**src/rtl/tivc_pkg.sv**
```systemverilog
package tivc_pkg;
  localparam int NSRC    = 5;
  localparam int NGRP    = 3;
  localparam int NCH     = 2;   // channels with DMA mode and overrun
  localparam int CODE_W  = 3;
  localparam int MASK_W  = 8;
  localparam int GEN_BIT = 7;

  localparam int SRC_OVF  = 0;
  localparam int SRC_CMP0 = 1;
  localparam int SRC_CMP1 = 2;
  localparam int SRC_CAP0 = 3;
  localparam int SRC_CAP1 = 4;

  // group index 0 has the highest priority
  localparam int GRP_CAP = 0;
  localparam int GRP_CMP = 1;
  localparam int GRP_OVF = 2;

  localparam logic [CODE_W-1:0] CODE_IDLE = 3'b111;

  function automatic int grp_of(int src);
    case (src)
      SRC_CAP0, SRC_CAP1: return GRP_CAP;
      SRC_CMP0, SRC_CMP1: return GRP_CMP;
      default:            return GRP_OVF;
    endcase
  endfunction

  function automatic logic [CODE_W-1:0] grp_code(int grp);
    case (grp)
      GRP_CAP: return 3'b000;
      GRP_CMP: return 3'b100;
      default: return 3'b110;
    endcase
  endfunction

  // source served by each DMA/overrun channel
  function automatic int ch_src(int ch);
    return (ch == 0) ? SRC_CMP0 : SRC_CAP0;
  endfunction

  // channel of a source, -1 when it has none
  function automatic int src_ch(int src);
    case (src)
      SRC_CMP0: return 0;
      SRC_CAP0: return 1;
      default:  return -1;
    endcase
  endfunction
endpackage

```
**src/rtl/tivc_trig.sv**
```systemverilog
module tivc_trig
  import tivc_pkg::*;
(
  input  logic            clk_i,
  input  logic            rst_ni,
  input  logic [NSRC-1:0] evt_i,
  input  logic [NCH-1:0]  eob_i,
  input  logic [NCH-1:0]  dma_en_i,
  output logic [NSRC-1:0] set_o
);
  logic [NSRC-1:0] evt_q;
  logic [NSRC-1:0] rise;

  always_ff @(posedge clk_i or negedge rst_ni) begin
    if (!rst_ni) evt_q <= '0;
    else         evt_q <= evt_i;
  end

  assign rise = evt_i & ~evt_q;

  for (genvar k = 0; k < NSRC; k++) begin : g_src
    if (src_ch(k) >= 0) begin : g_dma
      localparam int CH = src_ch(k);
      assign set_o[k] = dma_en_i[CH] ? eob_i[CH] : rise[k];
    end else begin : g_raw
      assign set_o[k] = rise[k];
    end
  end
endmodule

```
**src/rtl/tivc_flags.sv**
```systemverilog
module tivc_flags
  import tivc_pkg::*;
(
  input  logic            clk_i,
  input  logic            rst_ni,
  input  logic [NSRC-1:0] set_i,
  input  logic [NSRC-1:0] pend_clr_i,
  input  logic [NCH-1:0]  ovr_clr_i,
  output logic [NSRC-1:0] pend_o,
  output logic [NCH-1:0]  ovr_o
);
  logic [NSRC-1:0] pend_q;
  logic [NCH-1:0]  ovr_q;

  // set beats clear
  always_ff @(posedge clk_i or negedge rst_ni) begin
    if (!rst_ni) pend_q <= '0;
    else         pend_q <= (pend_q & ~pend_clr_i) | set_i;
  end

  for (genvar c = 0; c < NCH; c++) begin : g_ovr
    localparam int S = ch_src(c);
    logic hit;
    assign hit = set_i[S] & pend_q[S];
    always_ff @(posedge clk_i or negedge rst_ni) begin
      if (!rst_ni) ovr_q[c] <= 1'b0;
      else         ovr_q[c] <= (ovr_q[c] & ~ovr_clr_i[c]) | hit;
    end
  end

  assign pend_o = pend_q;
  assign ovr_o  = ovr_q;
endmodule

```
**src/rtl/tivc_arb.sv**
```systemverilog
module tivc_arb
  import tivc_pkg::*;
#(
  parameter int BASE_W = 5,
  localparam int VEC_W = BASE_W + CODE_W
) (
  input  logic [NSRC-1:0]   pend_i,
  input  logic [MASK_W-1:0] mask_i,
  input  logic [BASE_W-1:0] base_i,
  output logic              irq_o,
  output logic [VEC_W-1:0]  vec_o
);
  logic [NSRC-1:0]   live;
  logic [NGRP-1:0]   grp_hit;
  logic [CODE_W-1:0] code;
  logic              unused_mask;

  assign live        = pend_i & mask_i[NSRC-1:0] & {NSRC{mask_i[GEN_BIT]}};
  assign unused_mask = ^mask_i[GEN_BIT-1:NSRC];

  for (genvar g = 0; g < NGRP; g++) begin : g_grp
    logic [NSRC-1:0] member;
    for (genvar k = 0; k < NSRC; k++) begin : g_mem
      assign member[k] = (grp_of(k) == g);
    end
    assign grp_hit[g] = |(live & member);
  end

  always_comb begin
    code = CODE_IDLE;
    for (int g = NGRP - 1; g >= 0; g--) begin
      if (grp_hit[g]) code = grp_code(g);
    end
  end

  assign irq_o = |grp_hit;
  assign vec_o = {base_i, code};
endmodule

```
**src/rtl/tivc_irq_vec_ctrl.sv**
```systemverilog
module tivc_irq_vec_ctrl
  import tivc_pkg::*;
#(
  parameter int BASE_W = 5,
  localparam int VEC_W = BASE_W + CODE_W
) (
  input  logic              clk_i,
  input  logic              rst_ni,
  input  logic [NSRC-1:0]   evt_i,
  input  logic [NCH-1:0]    eob_i,
  input  logic [NCH-1:0]    dma_en_i,
  input  logic [MASK_W-1:0] mask_i,
  input  logic [BASE_W-1:0] vec_base_i,
  input  logic [NSRC-1:0]   pend_clr_i,
  input  logic [NCH-1:0]    ovr_clr_i,
  output logic              irq_o,
  output logic [VEC_W-1:0]  vec_o,
  output logic [NSRC-1:0]   pend_o,
  output logic [NCH-1:0]    ovr_o
);
  logic [NSRC-1:0] set_w;

  tivc_trig u_trig (
    .clk_i    (clk_i),
    .rst_ni   (rst_ni),
    .evt_i    (evt_i),
    .eob_i    (eob_i),
    .dma_en_i (dma_en_i),
    .set_o    (set_w)
  );

  tivc_flags u_flags (
    .clk_i      (clk_i),
    .rst_ni     (rst_ni),
    .set_i      (set_w),
    .pend_clr_i (pend_clr_i),
    .ovr_clr_i  (ovr_clr_i),
    .pend_o     (pend_o),
    .ovr_o      (ovr_o)
  );

  tivc_arb #(.BASE_W(BASE_W)) u_arb (
    .pend_i (pend_o),
    .mask_i (mask_i),
    .base_i (vec_base_i),
    .irq_o  (irq_o),
    .vec_o  (vec_o)
  );
endmodule

```
**config.mk**
```make
export PLATFORM = sky130hd
export DESIGN_NAME = tivc_irq_vec_ctrl
export DESIGN_NICKNAME = d
export VERILOG_FILES = /design/src/rtl/tivc_pkg.sv /design/src/rtl/tivc_trig.sv /design/src/rtl/tivc_flags.sv /design/src/rtl/tivc_arb.sv /design/src/rtl/tivc_irq_vec_ctrl.sv
export SDC_FILE = /design/constraint.sdc
export NUM_CORES = 1
export LEC_CHECK = 0
export BUFFER_PORTS_ARGS = -buffer_cell sky130_fd_sc_hd__buf_2
export CAP_MARGIN = 20
export CORE_UTILIZATION = 34
export CTS_CLUSTER_SIZE = 10
export DETAILED_ROUTE_END_ITERATION = 10
export PLACE_DENSITY = 0.76
export SYNTH_ARGS = -nofsm -noshare
export SYNTH_HDL_FRONTEND = slang
export SYNTH_SLANG_ARGS = --single-unit
```
**constraint.sdc**
```tcl
create_clock -name clk_i -period 1.8 [get_ports clk_i]
set_input_delay 0.36 -clock clk_i [delete_from_list [all_inputs] [get_ports clk_i]]
set_output_delay 0.36 -clock clk_i [all_outputs]
set_load 0.005 [all_outputs]
```
==> Yosys cells after proc, flatten, opt, wreduce, memory -nomap -nowiden <==
Cells that the tools add are included.
{ "totals": {"reg_bits": 12, "in_bits": 31, "output_inout_bits": 16} }
{ "classes": {"muxes": 5, "n_bitwise": 15, "reduce_logical": 3} }
{ "ops": {"columns": ["cell", "n"], "rows": [
  ["$and A5 B5 Y5", 4],
  ["$not A5 Y5", 2],
  ["$mux W3", 2],
  ["$or A5 B5 Y5", 1],
  ["$reduce_or A5 Y1", 1],
  ["$and A1 B1 Y1", 4],
  ["$reduce_or A2 Y1", 2],
  ["$mux W1", 3],
  ["$not A1 Y1", 2],
  ["$or A1 B1 Y1", 2]
]} }

==> Logic depth before layout (Yosys ltp) <==
Gate-level depths: netlist (run 1).
{ "depth": {"ltp_word": 5, "depth_mapped": 3, "ltp_nobuf": 3} }

==> By module <==
Synthesis (run 1) repeated with hierarchy kept, for this count alone.
{ "hier_totals": {"cells_unflattened": 50, "area_unflattened_um2": 553.0} }
{ "modules_own_cells": {"columns": ["mod", "instances", "cells_each", "area_each_um2"], "rows": [
  ["tivc_flags", 1, 23, 256.5],
  ["tivc_trig", 1, 14, 196.4],
  ["tivc_arb", 1, 13, 100.1]
]} }

==> Least setup slack after synthesis (run 1) <==
OpenSTA, ideal clock, no wires.
{ "synth_timing": {"path_type": "register -> output", "start": "register u_flags.pend_q[3], in the netlist u_flags.pend_o[3]", "end": "output port irq_o", "arrival_time_ns": 1.125, "required_ns": 1.440, "setup_slack_ns": 0.315, "path_stages_with_launch": 4, "cell_sequence": "dfrtp_1 a22o_1 a221o_2 o21a_1"} }
{ "synth_via": {"elab_chain_cells": 3} }
{ "synth_lines": {"columns": ["item", "line_no", "source"], "rows": [
  ["start: declaration", "tivc_flags.sv:12", "logic [NSRC-1:0] pend_q;"],
  ["start signal: assignment", "tivc_flags.sv:18", "else pend_q <= (pend_q & ~pend_clr_i) | set_i;"],
  ["$and A5 B5 Y5 (2 in series)", "tivc_arb.sv:18", "assign live = pend_i & mask_i[NSRC-1:0] & {NSRC{mask_i[GEN_BIT]}};"],
  ["$reduce_or A5 Y1", "tivc_arb.sv:36", "assign irq_o = |grp_hit;"],
  ["end: declaration", "tivc_irq_vec_ctrl.sv:16", "output logic irq_o,"]
]} }
No other way between the ends.

==> Worst setup path after layout (run 1) <==
Ends and elaborated chain as after synthesis.

==> results of run 1 <==
cell usage after synthesis (all sizes together):
| library cell | count |
|---|---|
| buf | 5 |
| nand2 | 2 |
| a22o | 1 |
| dfrtp | 12 |
| o21ai | 3 |
| inv | 10 |
| a21oi | 2 |
| a221o | 1 |
| o21a | 1 |
| nor3b | 2 |
| and2 | 1 |
| o22ai | 5 |
sequential cells by signal, summed over array words and instances (netlist names):
register,cells
u_flags.ovr_o,2
u_flags.pend_o,5
u_trig.evt_q,5
final cells by class:
| cell class | instances | area, µm² | share of cell area |
|---|---|---|---|
| Sequential cell | 12 | 300 | 0.429 |
| Timing Repair Buffer | 37 | 195 | 0.279 |
| Multi-Input combinational cell | 18 | 113 | 0.161 |
| Inverter | 10 | 37.5 | 0.0536 |
| Clock buffer | 4 | 36.3 | 0.0518 |
| Tap cell | 15 | 18.8 | 0.0268 |
repair_timing:
action                     4_1_cts  5_1_grt
cloned                           0        0
setup buffers                    1        1
gates resized for setup          0        0
pin swaps                        3        1
setup endpoints to repair        2        3
hold endpoints to repair        12        0
hold buffers                     1        0
metrics by stage:
stage	setup TNS (ns)	hold slack, ns	instances
5_1_grt	-0.386	0.189	96
2_1_floorplan	0	0.0644	45
6_report	-0.161	0.204	96
3_5_place_dp	0	0.245	89
3_3_place_gp	0	0.247	89
4_1_cts	-0.140	0.197	95
power groups by stage:
stage          clock, W  sequential (W)  combinational, W
4_1_cts        0.000217        0.000304          0.000102
6_report       0.000211        0.000304          0.000105
2_1_floorplan         0        0.000310         0.0000443
3_5_place_dp          0        0.000309         0.0000969
5_1_grt        0.000234        0.000307          0.000122
3_3_place_gp          0        0.000309         0.0000941
cell families after synthesis:
group	Yosys count	synth area share
simple gates	5	0.0590
buf+inv	15	0.154
compound gates	13	0.172
flops	12	0.615
critical path, stage by stage, from the launching register on:
cell and delay (ns):
dfrtp_1 0.40, a22o_1 0.27, a221o_2 0.33, o21a_1 0.17
buf_2 0.12
per-layer routing:
metal,vias up,part of all wire,global-route usage
met3,4,0.10,0.0170
met5,-,0,0
li1,216,-,-
met1,194,0.41,0.172
met4,0,0.015,0.138
met2,27,0.47,0.222
worst paths after layout:
kind | start | to | slack (ns) | cells past startpoint
min in group asynchronous | rst_ni | u_trig.evt_q[1] | 0.49 | 2
min | evt_i[1] | u_trig.evt_q[1] | 0.20 | 1
max | u_flags.pend_o[3] | irq_o | -0.10 | 4
max in group asynchronous | rst_ni | u_trig.evt_q[2] | 1.10 | 2
min reg2reg | u_trig.evt_q[0] | u_flags.pend_o[0] | 0.42 | 1
max reg2reg | u_trig.evt_q[3] | u_flags.ovr_o[1] | 0.95 | 3
==> summary.md, run 1 <==
| Metric | Value |
|---|---|
| Routed vias | `441` |
| Share of Yosys cell area claimed by the top area cell type | `0.615` |
| Slew Viols, Final | `0` |
| Leakage power | `0.391 nW` |
| PnR worst setup slack | `-0.101 ns` |
| RSZ-0062 raised after global routing | `yes` |
| Netlist cell types | `13` |
| First-pass GRT wire length | `1440 µm` |
| Setup-failing EPs final | `2` |
| CP Launch Type | `flop` |
| Fin crit share | `1.06` |
| Number of global-route vias before repair | `394` |
| Antenna violation net count after detailed routing | `0` |
| Number of buffers created by CTS | `3` |
| Net Sw Frac | `0.234` |
| Failing checks | `negative setup slack` |
| Top cells by area, synth | `dfrtp_1 (62%), buf_4 (7.7%), inv_1 (7.7%)` |
| Placement-stage cell area | `639 µm²` |
| Grt total ovfl | `0` |
| Final HPWL DP | `730 µm` |
| Highest clock rate | `526 MHz` |
| Share of cells above drive strength 1 | `0.506` |
| Layout area overhead | `43.6%` |
| Worst setup EP type | `primary output` |
| Final core utilization | `0.532` |
| Overall routing resource usage | `0.145` |
| Comb power frac | `0.169` |
| Internal power | `0.000475 W` |
| TritonCTS clock tree | `yes` |
| Port buffer count | `34` |
| Synth warnings | `0` |
| Syn Inst Count | `45` |
| Pwr Total | `0.000620 W` |
| Slew Limit Headroom | `0.829` |
| Drt first pass iters | `3` |
| H-Tree Depth | `1` |
| Worst-Margin Slew | `0.256 ns` |
| Clk_skew | `0.000583 ns` |
| Vias/cell | `4.59` |
| Setup Crit Path Kind | `flop to primary output` |
| Register bit total from synthesis | `12` |
| Clock power frac | `0.341` |
| Worst-path clk slew | `0.08 ns` |
| # diodes | `0` |
| Cell area after layout | `701 µm²` |
| Core Box Area | `1320 µm²` |
| Rows | `13` |
| Maximum VDD drop | `0.485 mV` |
| Sequential power share | `0.490` |
| Worst slack at placement | `0.128 ns` |
| DR WL/cell | `9.93 µm` |
| Pwr dens | `884 nW/µm²` |
| Most frequent cells in the layout | `buf_2 (34), dfrtp_1 (12), inv_1 (10)` |
| Synthesized area per cell | `10.8 µm²` |
| Min Tclk post-route | `1.90 ns` |
| Die Ht | `39.9 µm` |
| Initial Util | `0.370` |
| Most common cell after layout, fill and taps aside | `buf_2` |
| Synth area leader | `dfrtp_1` |
| Area of the die | `1590 µm²` |
| # IOs | `47` |
| DRT Wirelength | `953 µm` |
| Total of max-cap violations | `0` |
| Fillers | `126` |
| Buffer depth of the longest clock path | `2` |
| Worst-path fanout max | `3` |
| Largest net degree at the start of global routing | `13` |
| Chip Width | `39.9 µm` |
| Syn nets | `76` |
| Clock Sinks | `12` |
| GP Congestion | `0.609` |
| Clk_lat worst skew | `0.26 ns` |
| Status | `finished with violations` |
| Antenna violations before repair | `0` |
| Data arrival, critical path | `1.54 ns` |
| # DRC | `0` |
| Nets | `113` |
| DR iter-0 viols | `4` |
| Clk root buf | `clkbuf_4` |
| Sequential fraction of the synthesis area | `0.615` |
| Req. time, crit path | `1.44 ns` |
| Hold WC Path Type | `input pin to flop` |
| P_sw | `0.000145 W` |
| Endpoints failing hold | `0` |
| Synth Cell Area | `488 µm²` |
Note: power is estimated with default switching activity, not from simulation.
==> run 2, diff against run 1 <==
Settings changed: TNS_END_PERCENT from default to 10.
==> summary.md, run 2 (synthesis gave the netlist of run 1 again) <==
| Metric | Value |
|---|---|
| Number of buffers created by CTS | `3 (unchanged)` |
| Rows | `13 (unchanged)` |
| Clk_skew | `0.000583 ns (unchanged)` |
| Final hold slack | `0.204 ns (unchanged)` |
| Antenna violation net count after detailed routing | `0 (unchanged)` |
| Port buffer count | `34 (unchanged)` |
| Internal power | `0.000475 W (unchanged)` |
| Slew Viols, Final | `0 (unchanged)` |
| PostCTS Resize Cnt | `0 (unchanged)` |
| Overall routing resource usage | `0.145 (unchanged)` |
| # DRC | `0 (unchanged)` |
| Clk root buf | `clkbuf_4` |
| TritonCTS clock tree | `yes` |
| Net Sw Frac | `0.234 (unchanged)` |
| Min Tclk post-route | `1.90 ns (unchanged)` |
| Layout area overhead | `43.6% (unchanged)` |
| Clock power frac | `0.341 (about the same)` |
| Grt total ovfl | `0 (unchanged)` |
| Most frequent cells in the layout | `buf_2 (34), dfrtp_1 (12), inv_1 (10)` |
| Slew Limit Headroom | `0.829 (unchanged)` |
| Setup-failing EPs final | `2 (unchanged)` |
| Worst slack at placement | `0.128 ns (unchanged)` |
| Area of the die | `1590 µm² (unchanged)` |
| Pwr dens | `884 nW/µm² (unchanged)` |
| Number of global-route vias before repair | `394 (unchanged)` |
| H-Tree Depth | `1 (unchanged)` |
| Share of cells above drive strength 1 | `0.506 (unchanged)` |
| CP Launch Type | `flop` |
| PnR worst setup slack | `-0.101 ns (unchanged)` |
| Leakage power | `0.391 nW (unchanged)` |
| # diodes | `0 (unchanged)` |
| Worst-Margin Slew | `0.256 ns (unchanged)` |
| Worst-path fanout max | `3 (unchanged)` |
| Data arrival, critical path | `1.54 ns (about the same)` |
| Sequential power share | `0.490 (about the same)` |
| Chip Width | `39.9 µm (unchanged)` |
| Antenna violations before repair | `0 (unchanged)` |
| Final core utilization | `0.532 (unchanged)` |
| Failing checks | `negative setup slack` |
| Buffer depth of the longest clock path | `2 (unchanged)` |
| Non-Filler Instances | `96 (unchanged)` |
| Total of max-cap violations | `0 (unchanged)` |
| Clk_lat worst skew | `0.26 ns (about the same)` |
| DR WL/cell | `9.93 µm (unchanged)` |
| GP Congestion | `0.609 (unchanged)` |
| Vias/cell | `4.59 (unchanged)` |
| Fin crit share | `1.06 (unchanged)` |
| Endpoints failing hold | `0 (unchanged)` |
| Req. time, crit path | `1.44 ns (about the same)` |
| Hold WC Path Type | `input pin to flop` |
| Initial Util | `0.370 (unchanged)` |
| Placement-stage cell area | `639 µm² (unchanged)` |
| Comb power frac | `0.169 (about the same)` |
| Drt first pass iters | `3 (unchanged)` |
| # IOs | `47 (unchanged)` |
| Final HPWL DP | `730 µm (unchanged)` |
| Setup Crit Path Kind | `flop to primary output` |
| P_sw | `0.000145 W (unchanged)` |
| Cell area after layout | `701 µm² (unchanged)` |
| Placed Instances | `89 (unchanged)` |
| Routed vias | `441 (unchanged)` |
| Worst-path clk slew | `0.08 ns (about the same)` |
| Status | `finished with violations` |
| Worst setup EP type | `primary output` |
| DRT Wirelength | `953 µm (unchanged)` |
| First-pass GRT wire length | `1440 µm (unchanged)` |
| Largest net degree at the start of global routing | `13 (unchanged)` |
| RSZ-0062 raised after global routing | `yes` |
| Fillers | `126 (unchanged)` |
| Highest clock rate | `526 MHz (unchanged)` |
| Maximum VDD drop | `0.485 mV (unchanged)` |
| Die Ht | `39.9 µm (unchanged)` |
| DR iter-0 viols | `4 (unchanged)` |
| Nets | `113 (unchanged)` |
| Clock Sinks | `12 (unchanged)` |
| Core Box Area | `1320 µm² (unchanged)` |
| Most common cell after layout, fill and taps aside | `buf_2` |
-- run 2: cell counts in the layout (fill, tap and decap cells not counted) --
No cell type changed its count.
-- run 2: stage by stage --
step	total power, W	TNS (ns)
after detailed placement	0.000406	0
final	0.000620	-0.161
after CTS	0.000624	-0.140
after global placement	0.000403	0
after floorplan	0.000354	0
after global routing	0.000663	-0.386
-- run 2: area by class of cell --
class | instances | area, µm² | share of cell area
Multi-Input combinational cell | 18 | 113 | 0.161
Timing Repair Buffer | 37 | 195 | 0.279
Tap cell | 15 | 18.8 | 0.0268
Clock buffer | 4 | 36.3 | 0.0518
Sequential cell | 12 | 300 | 0.429
Inverter | 10 | 37.5 | 0.0536
-- run 2: critical path: stages, from the launching register on --
cell	delay, ns
dfrtp_1	0.40
a22o_1	0.27
a221o_2	0.33
o21a_1	0.17
buf_2	0.12
-- run 2: power groups by stage --
stage	clock network [W]	registers [W]	logic, W
2_1_floorplan	0	0.000310	0.0000443
3_3_place_gp	0	0.000309	0.0000941
3_5_place_dp	0	0.000309	0.0000969
4_1_cts	0.000217	0.000304	0.000102
5_1_grt	0.000234	0.000307	0.000122
6_report	0.000211	0.000304	0.000105
-- run 2: routing by layer --
layer	share of wire	track usage	up-vias
li1	-	-	216
met1	0.41	0.172	194
met2	0.47	0.222	27
met3	0.10	0.0170	4
met4	0.015	0.138	0
met5	0	0	-
-- run 2: path summary, 6_finish.rpt --
check	startpoint	end	slack (ns)	depth (start not counted)
min reg2reg	u_trig.evt_q[0]	u_flags.pend_o[0]	0.42	1
min	evt_i[1]	u_trig.evt_q[1]	0.20	1
max in group asynchronous	rst_ni	u_trig.evt_q[2]	1.10	2
max reg2reg	u_trig.evt_q[3]	u_flags.ovr_o[1]	0.95	3
max	u_flags.pend_o[3]	irq_o	-0.10	4
min in group asynchronous	rst_ni	u_trig.evt_q[1]	0.49	2
-- run 2: what timing repair did --
item                                    4_1_cts  5_1_grt
setup buffers                                 1        1
hold endpoints to repair                     12        0
endpoints found under the setup margin        2        3
pin swaps                                     3        1
hold buffers                                  1        0
==> run 3, diff against run 2 <==
Settings changed: SKIP_LAST_GASP from default to 1.
==> summary.md, run 3 (synthesis gave the netlist of run 1 again) <==
| Metric | Value |
|---|---|
| Clk root buf | `clkbuf_4` |
| Final HPWL DP | `730 µm (unchanged)` |
| Antenna violation net count after detailed routing | `0 (unchanged)` |
| Drt first pass iters | `3 (unchanged)` |
| Endpoints failing hold | `0 (unchanged)` |
| Cell area after layout | `701 µm² (unchanged)` |
| Worst-path clk slew | `0.08 ns (about the same)` |
| Leakage power | `0.391 nW (about the same)` |
| Antenna violations before repair | `0 (unchanged)` |
| Internal power | `0.000475 W (about the same)` |
| TritonCTS clock tree | `yes` |
| R2r setup slk | `0.95 ns (about the same)` |
| Most frequent cells in the layout | `buf_2 (34), dfrtp_1 (12), inv_1 (10)` |
| Min Tclk post-route | `1.90 ns (+0.000537 ns)` |
| DRT Wirelength | `952 µm (-0.10%)` |
| Highest clock rate | `526 MHz (about the same)` |
| Fin crit share | `1.06 (about the same)` |
| P_sw | `0.000145 W (about the same)` |
| Die Ht | `39.9 µm (unchanged)` |
| Cell family with most CP delay | `compound AO/OA/AOI/OAI gates` |
| Rows | `13 (unchanged)` |
| Worst r2r src | `u_trig.evt_q[3]` |
| Overall routing resource usage | `0.145 (unchanged)` |
| Sequential power share | `0.490 (about the same)` |
| Setup TNS | `-0.176 ns (-0.0143 ns)` |
| Worst path bufs/invs | `1 (unchanged)` |
| # diodes | `0 (unchanged)` |
| Failing checks | `negative setup slack` |
| # IOs | `47 (unchanged)` |
| Worst-path cell chain | `a22o_1 > a221o_2 > o21a_1 > buf_2` |
| R2R cell count | `3 (unchanged)` |
| Area of the die | `1590 µm² (unchanged)` |
| Chip Width | `39.9 µm (unchanged)` |
| Worst-path fanout max | `3 (unchanged)` |
| Clock power frac | `0.341 (about the same)` |
| Worst slack at placement | `0.128 ns (unchanged)` |
| RSZ-0062 raised after global routing | `yes` |
| Pwr dens | `885 nW/µm² (about the same)` |
| Fillers | `126 (unchanged)` |
| Clk_skew | `0.000583 ns (unchanged)` |
| PnR worst setup slack | `-0.101 ns (-0.000537 ns)` |
| Net Sw Frac | `0.234 (about the same)` |
| Core Box Area | `1320 µm² (unchanged)` |
| Number of buffers created by CTS | `3 (unchanged)` |
| Pwr Total | `0.000620 W (about the same)` |
| Req. time, crit path | `1.44 ns (about the same)` |
| Worst setup EP type | `primary output` |
| Slew Viols, Final | `0 (unchanged)` |
| CP Launch Type | `flop` |
| Status | `finished with violations` |
| Hold EP | `u_trig.evt_q[1]` |
| Routed vias | `440 (-0.23%)` |
| Port buffer count | `34 (unchanged)` |
| Hold path depth | `1 (unchanged)` |
| GP Congestion | `0.609 (unchanged)` |
| CP max stage delay | `0.40 ns (about the same)` |
| Maximum VDD drop | `0.485 mV (about the same)` |
| Number of global-route vias before repair | `394 (unchanged)` |
| Slew Limit Headroom | `0.829 (unchanged)` |
| Area of the multi-input gates | `113 µm² (unchanged)` |
| Layout area overhead | `43.6% (unchanged)` |
| Setup-failing EPs final | `2 (unchanged)` |
| Buffer depth of the longest clock path | `2 (unchanged)` |
| Most common cell after layout, fill and taps aside | `buf_2` |
| Largest net degree at the start of global routing | `13 (unchanged)` |
| Setup Crit Path Kind | `flop to primary output` |
| Worst-Margin Slew | `0.256 ns (unchanged)` |
| Final hold slack | `0.204 ns (unchanged)` |
| Reg area | `300 µm² (unchanged)` |
| Grt total ovfl | `0 (unchanged)` |
| Share of cells above drive strength 1 | `0.506 (unchanged)` |
| Data arrival, critical path | `1.54 ns (about the same)` |
| Worst Hold Launch | `evt_i[1]` |
| Cell at the slowest stage of the critical path | `dfrtp_1` |
| Nets | `113 (unchanged)` |
| PostCTS Resize Cnt | `0 (unchanged)` |
| # DRC | `0 (unchanged)` |
| Total of max-cap violations | `0 (unchanged)` |
| Clock Sinks | `12 (unchanged)` |
| Initial Util | `0.370 (unchanged)` |
| DR WL/cell | `9.92 µm (-0.10%)` |
| Clk_lat worst skew | `0.26 ns (about the same)` |
| Placement-stage cell area | `639 µm² (unchanged)` |
| Vias/cell | `4.58 (-0.23%)` |
| DR iter-0 viols | `4 (unchanged)` |
| FF-to-FF End | `u_flags.ovr_o[1]` |
| Hold WC Path Type | `input pin to flop` |
| First-pass GRT wire length | `1440 µm (unchanged)` |
| Comb power frac | `0.169 (about the same)` |
| H-Tree Depth | `1 (unchanged)` |
[run 3: cell type report]
class,count,share of cell area
Tap cell,15,0.0268
Sequential cell,12,0.429
Clock buffer,4,0.0518
Timing Repair Buffer,37,0.279
Inverter,10,0.0536
Multi-Input combinational cell,18,0.161
[run 3: how the worst max path moves through the flow]
stage / to / from / cells past startpoint / slack (ns)
2_1_floorplan: irq_o / u_flags.pend_o[3] / 3 / 0.31
3_3_place_gp: irq_o / mask_i[3] / 5 / 0.14
3_5_place_dp: irq_o / mask_i[3] / 5 / 0.13
4_1_cts: irq_o / u_flags.pend_o[3] / 4 / -0.09
5_1_grt: irq_o / u_flags.pend_o[3] / 4 / -0.17
6_report: irq_o / u_flags.pend_o[3] / 4 / -0.10
[run 3: what timing repair did]
action | CTS | global route
hold buffers | 1 | 0
setup buffers | 1 | 1
pin swaps | 2 | 1
endpoints found under the hold margin | 12 | 0
endpoints found under the setup margin | 2 | 3
[run 3: per-stage QoR]
| stage | util | cells |
|---|---|---|
| 3_3_place_gp | 0.485 | 89 |
| 4_1_cts | 0.526 | 95 |
| 6_report | 0.532 | 96 |
| 2_1_floorplan | - | 45 |
| 5_1_grt | 0.532 | 96 |
| 3_5_place_dp | 0.485 | 89 |
[run 3: metal layers]
metal / track usage / part of all wire / routed length, µm
met1: 0.172 / 0.41 / 386
met2: 0.222 / 0.47 / 452
met3: 0.0170 / 0.10 / 99
met4: 0.138 / 0.015 / 14
met5: 0 / 0 / 0
[run 3: power groups by stage]
stage	sequential (W)	combinational, W	clock (W)
2_1_floorplan	0.000310	0.0000443	0
3_3_place_gp	0.000309	0.0000941	0
3_5_place_dp	0.000309	0.0000969	0
4_1_cts	0.000304	0.000102	0.000217
5_1_grt	0.000307	0.000122	0.000234
6_report	0.000304	0.000105	0.000211
